--- src/rtl/xta_pkg.sv ---
package xta_pkg;
  localparam logic [1:0] ACT_HOLD = 2'b00;
  localparam logic [1:0] ACT_UP   = 2'b01;
  localparam logic [1:0] ACT_DOWN = 2'b10;

  typedef enum logic [1:0] {
    CLS_NONE   = 2'b00,
    CLS_BORDER = 2'b01,
    CLS_SEVERE = 2'b10
  } cls_e;

  localparam int THR_COUNT = 4;
  localparam int THR_SEL_W = $clog2(THR_COUNT);
  localparam int THR_ACC   = 0;
  localparam int THR_POL   = 1;
  localparam int THR_BW    = 2;
  localparam int THR_BWNO  = 3;

  typedef struct packed {
    logic [THR_COUNT-1:0] thrLoad;
    logic                 capture;
  } xta_strobe_t;
endpackage

--- src/rtl/xta_core_judge.sv ---
module xta_core_judge
  import xta_pkg::*;
#(
  parameter int ACC_W = 10,
  parameter int POL_W = 16,
  parameter int BW_W  = 20
) (
  input  logic [ACC_W-1:0] acc,
  input  logic [POL_W-1:0] pol,
  input  logic [BW_W-1:0]  bw,
  input  logic [BW_W-1:0]  bwno,
  input  logic [ACC_W-1:0] accThr,
  input  logic [POL_W-1:0] polThr,
  input  logic [BW_W-1:0]  bwThr,
  input  logic [BW_W-1:0]  bwnoThr,
  input  logic [1:0]       localAct,
  output cls_e             cls,
  output logic [1:0]       action
);
  logic accurate, highPol, highBw, highBwno;
  logic severe, border;
  logic [1:0] localNorm;

  assign accurate = (acc >= accThr);
  assign highPol  = (pol >= polThr);
  assign highBw   = (bw >= bwThr);
  assign highBwno = (bwno >= bwnoThr);

  assign severe = (!accurate && highPol)
               || (accurate && highPol && highBw && highBwno)
               || (!accurate && highBw && highBwno);

  assign border = !severe
               && ((accurate && highPol)
                || (!accurate && !highPol && highBw && !highBwno));

  assign localNorm = (localAct == 2'b11) ? ACT_HOLD : localAct;

  always_comb begin
    if (severe) begin
      cls    = CLS_SEVERE;
      action = ACT_DOWN;
    end else if (border) begin
      cls    = CLS_BORDER;
      action = (localNorm == ACT_UP) ? ACT_HOLD : localNorm;
    end else begin
      cls    = CLS_NONE;
      action = localNorm;
    end
  end
endmodule

--- src/rtl/xta_control.sv ---
module xta_control
  import xta_pkg::*;
(
  input  logic                 clk,
  input  logic                 rstN,
  input  logic                 intervalEnd,
  input  logic                 cfgWrEn,
  input  logic [THR_SEL_W-1:0] cfgAddr,
  output xta_strobe_t          strobe,
  output logic                 decisionValid
);
  for (genvar k = 0; k < THR_COUNT; k++) begin : g_load
    assign strobe.thrLoad[k] = cfgWrEn && (cfgAddr == THR_SEL_W'(k));
  end
  assign strobe.capture = intervalEnd;

  always_ff @(posedge clk or negedge rstN) begin
    if (!rstN) decisionValid <= 1'b0;
    else       decisionValid <= intervalEnd;
  end
endmodule

--- src/rtl/xta_datapath.sv ---
module xta_datapath
  import xta_pkg::*;
#(
  parameter int NUM_CORES    = 4,
  parameter int ACC_W        = 10,
  parameter int POL_W        = 16,
  parameter int BW_W         = 20,
  parameter int CFG_W        = 32,
  parameter int ACC_THR_DEF  = 614,
  parameter int POL_THR_DEF  = 90,
  parameter int BW_THR_DEF   = 50000,
  parameter int BWNO_THR_DEF = 75000
) (
  input  logic                     clk,
  input  logic                     rstN,
  input  xta_strobe_t              strobe,
  input  logic [CFG_W-1:0]         cfgWrData,
  input  logic [NUM_CORES*ACC_W-1:0] accuracy,
  input  logic [NUM_CORES*POL_W-1:0] pollution,
  input  logic [NUM_CORES*BW_W-1:0]  bwUsed,
  input  logic [NUM_CORES*BW_W-1:0]  bwOthers,
  input  logic [NUM_CORES*2-1:0]     localAction,
  output logic [NUM_CORES*2-1:0]     finalAction,
  output logic [NUM_CORES*2-1:0]     interferenceClass
);
  logic [ACC_W-1:0] accThr;
  logic [POL_W-1:0] polThr;
  logic [BW_W-1:0]  bwThr;
  logic [BW_W-1:0]  bwnoThr;

  always_ff @(posedge clk or negedge rstN) begin
    if (!rstN) begin
      accThr  <= ACC_W'(ACC_THR_DEF);
      polThr  <= POL_W'(POL_THR_DEF);
      bwThr   <= BW_W'(BW_THR_DEF);
      bwnoThr <= BW_W'(BWNO_THR_DEF);
    end else begin
      if (strobe.thrLoad[THR_ACC])  accThr  <= cfgWrData[ACC_W-1:0];
      if (strobe.thrLoad[THR_POL])  polThr  <= cfgWrData[POL_W-1:0];
      if (strobe.thrLoad[THR_BW])   bwThr   <= cfgWrData[BW_W-1:0];
      if (strobe.thrLoad[THR_BWNO]) bwnoThr <= cfgWrData[BW_W-1:0];
    end
  end

  for (genvar c = 0; c < NUM_CORES; c++) begin : g_core
    cls_e       coreCls;
    logic [1:0] coreAct;

    xta_core_judge #(.ACC_W(ACC_W), .POL_W(POL_W), .BW_W(BW_W)) i_judge (
      .acc      (accuracy[c*ACC_W +: ACC_W]),
      .pol      (pollution[c*POL_W +: POL_W]),
      .bw       (bwUsed[c*BW_W +: BW_W]),
      .bwno     (bwOthers[c*BW_W +: BW_W]),
      .accThr   (accThr),
      .polThr   (polThr),
      .bwThr    (bwThr),
      .bwnoThr  (bwnoThr),
      .localAct (localAction[c*2 +: 2]),
      .cls      (coreCls),
      .action   (coreAct)
    );

    always_ff @(posedge clk or negedge rstN) begin
      if (!rstN) begin
        finalAction[c*2 +: 2]       <= ACT_HOLD;
        interferenceClass[c*2 +: 2] <= CLS_NONE;
      end else if (strobe.capture) begin
        finalAction[c*2 +: 2]       <= coreAct;
        interferenceClass[c*2 +: 2] <= coreCls;
      end
    end
  end
endmodule

--- src/rtl/xcore_throttle_arbiter.sv ---
module xcore_throttle_arbiter
  import xta_pkg::*;
#(
  parameter int NUM_CORES    = 4,
  parameter int ACC_W        = 10,
  parameter int POL_W        = 16,
  parameter int BW_W         = 20,
  parameter int CFG_W        = 32,
  parameter int ACC_THR_DEF  = 614,
  parameter int POL_THR_DEF  = 90,
  parameter int BW_THR_DEF   = 50000,
  parameter int BWNO_THR_DEF = 75000
) (
  input  logic                       clk,
  input  logic                       rstN,
  input  logic                       intervalEnd,
  input  logic [NUM_CORES*ACC_W-1:0] accuracy,
  input  logic [NUM_CORES*POL_W-1:0] pollution,
  input  logic [NUM_CORES*BW_W-1:0]  bwUsed,
  input  logic [NUM_CORES*BW_W-1:0]  bwOthers,
  input  logic [NUM_CORES*2-1:0]     localAction,
  input  logic                       cfgWrEn,
  input  logic [1:0]                 cfgAddr,
  input  logic [CFG_W-1:0]           cfgWrData,
  output logic [NUM_CORES*2-1:0]     finalAction,
  output logic [NUM_CORES*2-1:0]     interferenceClass,
  output logic                       decisionValid
);
  xta_strobe_t strobe;

  xta_control i_control (
    .clk           (clk),
    .rstN          (rstN),
    .intervalEnd   (intervalEnd),
    .cfgWrEn       (cfgWrEn),
    .cfgAddr       (cfgAddr),
    .strobe        (strobe),
    .decisionValid (decisionValid)
  );

  xta_datapath #(
    .NUM_CORES(NUM_CORES), .ACC_W(ACC_W), .POL_W(POL_W), .BW_W(BW_W),
    .CFG_W(CFG_W), .ACC_THR_DEF(ACC_THR_DEF), .POL_THR_DEF(POL_THR_DEF),
    .BW_THR_DEF(BW_THR_DEF), .BWNO_THR_DEF(BWNO_THR_DEF)
  ) i_datapath (
    .clk               (clk),
    .rstN              (rstN),
    .strobe            (strobe),
    .cfgWrData         (cfgWrData),
    .accuracy          (accuracy),
    .pollution         (pollution),
    .bwUsed            (bwUsed),
    .bwOthers          (bwOthers),
    .localAction       (localAction),
    .finalAction       (finalAction),
    .interferenceClass (interferenceClass)
  );
endmodule

--- config.mk ---
export PLATFORM = sky130hd
export DESIGN_NAME = xcore_throttle_arbiter
export DESIGN_NICKNAME = d
export VERILOG_FILES = /design/src/rtl/xta_pkg.sv /design/src/rtl/xta_core_judge.sv /design/src/rtl/xta_control.sv /design/src/rtl/xta_datapath.sv /design/src/rtl/xcore_throttle_arbiter.sv
export SDC_FILE = /design/constraint.sdc
export NUM_CORES = 1
export LEC_CHECK = 0
export ABC_AREA = 1
export BUFFER_PORTS_ARGS = -buffer_cell sky130_fd_sc_hd__buf_2
export CORE_MARGIN = 3
export CORE_UTILIZATION = 58
export CTS_BUF_LIST = sky130_fd_sc_hd__clkbuf_2 sky130_fd_sc_hd__clkbuf_4 sky130_fd_sc_hd__clkbuf_8
export CTS_CLUSTER_SIZE = 40
export DETAILED_ROUTE_END_ITERATION = 8
export GPL_TIMING_DRIVEN = 0
export PLACE_DENSITY = 0.95
export SYNTH_ARGS = -nofsm -noshare
export SYNTH_HDL_FRONTEND = slang
export SYNTH_SLANG_ARGS = --single-unit
--- constraint.sdc ---
create_clock -name clk -period 4.4 [get_ports clk]
set_input_delay 0.66 -clock clk [delete_from_list [all_inputs] [get_ports clk]]
set_output_delay 0.66 -clock clk [all_outputs]
set_load 0.02 [all_outputs]
==> reports/qor.csv <==
metric,value,unit
status,"complete, no violations",
max_cap_violations,0,
core-area,0.01617,mm^2
io_pins,327,
start_util,60.18,%
ys.flop_type,dfrtp_1,
clock_sinks,83,
dr.pass1.iters,6,
clock_tree.root_cell,clkbuf_8,
grt_usage,31.98,%
synth_edf_count,0,
area_growth,21.74,%
synth_seq_area_share,21.64,%
numCtsBuffers,9,
setup_viol,0,
grt_pass1_wl,47020,um
total_leakage_power,6.871,nW
finalClockSkew,0.01020,ns
final_hold_viol_count,0,
post-dp-hpwl,25700,um
synth_nets,1950,
insertion_delay,0.36,ns
min_period,2.291,ns
grt_use_met1,36.89,%
synth_area,0.009733,mm^2
tightest_slew,0.5014,ns
cp_common_cell,nand2_1,
grt_overflow,0,
htree_levels,3,
grt_use_met3,5.386,%
layout_commonest_cell,nand2_1,
grt_start_max_net_pins,60,
drtIter0Drc,622,
ff2ff_path_depth,14,
num_rows,46,
slew_violations,0,
hp-class,input pin to async pin,
end_kind,register,
synthCells,1376,
critPathKind,register to register,
num-nets-final,2276,
r2r_end,i_datapath.finalAction[3],
rrSetupSlack,2.11,ns
vias_per_cell,5.462,
clk_path_buf_depth,2,
yosys.area.top_type,ha_1,
synth_cell_types,31,
regArea,0.002106,mm^2
cp-start-kind,register,
setup-tns-final,0,ns
r2r_start,i_datapath.bwThr[15],
antenna_found_initial,1,
cts.repair.resized,0,
crit_required,4.66,ns
ys_ff_latch,83,
io_buffers,314,
fp.dieH,135.5,um
die_w,135.5,um
met2_usage,56.33,%
maxSlewHeadroom,66.58,%
cp.arrival,2.56,ns
rsz0062_at_grt,false,
drc,0,
crit_path_max_fanout,4,
final_cell_mix,"nand2_1, buf_2, ha_1",
yosys.area.top_type_share,33.94,%
max-vdd-ir-drop,0.0001707,V
ant_nets,0,
wire_per_inst,15.73,um
path_clk_slew,0.09,ns
crit_chain,"inv_1, ha_1, nand2_1, inv_1, nand2_1, nand2_1, a21oi_1, nand4_1, nand2_1, nor2_1, nor2_2, nand2_1, nand2_1, inv_1",
synth.avg_cell_area,7.073,um^2
drive_gt1_share,22.09,%
cts_setup_buffers,0,
ys_warn_count,0,
top_usage_layer,met2,
pwr_density_cell,292.6,mW/mm^2
final_core_util,73.26,%
cts_hold_buffers,0,
multi_input_area,0.006834,mm^2
ys_async_sr_fraction,100.0,%
fillers,1246,
cts_tree,done,
max_freq,436.5,MHz
die_area,0.01837,mm^2
critical-path-slowest-cell,dfstp_2,
wl,30260,um
ys_top_cells_by_area,"ha_1, nand2_1, dfrtp_1, inv_1, dfstp_2",
routabilityCongestion,0.9044,
max_stage_delay,0.54,ns
period_share,52.07,%
num_vias,10510,
grt_pass1_vias,10400,
worst max-delay path by stage:
stage	start	end	slack (ns)	cells after the start
after floorplan	pollution[37]	i_datapath.finalAction[5]	2.44	14
after global placement	bwUsed[59]	i_datapath.finalAction[4]	2.00	14
after detailed placement	bwUsed[37]	i_datapath.finalAction[3]	1.98	14
after CTS	i_datapath.bwThr[15]	i_datapath.finalAction[4]	2.12	14
after global routing	i_datapath.bwThr[15]	i_datapath.finalAction[4]	1.95	14
final	i_datapath.bwThr[15]	i_datapath.finalAction[3]	2.11	14
per-layer routing:
metal	routed length [um]	part of all wire (%)
met3	2153	7.1
met1	11880	39
met2	14620	48
met5	0	0
met4	1605	5.3
cell usage after synthesis, types with 7 or more instances:
master and instances:
a21o_1 7, a21oi_1 107, clkbuf_1 13, dfrtp_1 60, dfstp_2 23, ha_1 264
inv_1 192, nand2_1 419, nand3_1 21, nand4_1 15, nor2_1 114, nor2_2 10
o21ai_0 96
cell type report:
cell class,instances,area share [%]
Multi-Input combinational cell,1083,57.68
Sequential cell,83,17.77
Buffer,15,0.5174
Clock buffer,13,1.457
Inverter,195,6.177
Antenna cell,1,0.02112
Tap cell,216,2.281
Timing Repair Buffer,315,13.52
Clock inverter,3,0.5808
stage by stage:
stage	worst slack, ns	cell area (um^2)	total power, W	hold slack, ns	std cells
final	2.109	11850	0.003467	0.2194	1924
after global routing	1.949	11850	0.003777	0.2212	1924
after CTS	2.124	11850	0.003447	0.2109	1923
after detailed placement	1.975	11600	0.002788	0.4684	1907
after global placement	1.996	11570	0.002656	0.4661	1906
after floorplan	2.440	9733	0.002178	0.3644	1376
kinds of logic (layout without fill, tap and decap cells):
logic type,Yosys count,in the layout,synth area share [%]
adders and majority gates,264,264,33.94
buffers and inverters,210,541,8.150
AOI/OAI and AO/OA,222,222,11.92
and+or+nand+nor,597,597,24.36
DFF,83,83,21.64
other,0,1,0
worst max-delay path: cells and delay by family, from the launching register on:
kind,cells,cell delay (ns)
buf+inv,3,0.16
compound gates,1,0.19
simple gates,9,1.00
flops,1,0.54
fa+ha+maj,1,0.30
flip-flops by register name (all words and copies together) (netlist names):
| signal | count |
|---|---|
| i_datapath.bwThr | 20 |
| i_datapath.bwnoThr | 20 |
| i_datapath.polThr | 16 |
| i_datapath.accThr | 10 |
| i_datapath.finalAction | 8 |
| i_datapath.interferenceClass | 8 |
| i_control.decisionValid | 1 |
power breakdown:
part,switching (W),total (W),internal (W)
logic,0.00110,0.00180,0.000701
registers,0.0000876,0.00101,0.000923
clock network,0.000285,0.000659,0.000374
Power figures use the tool's default switching activity.
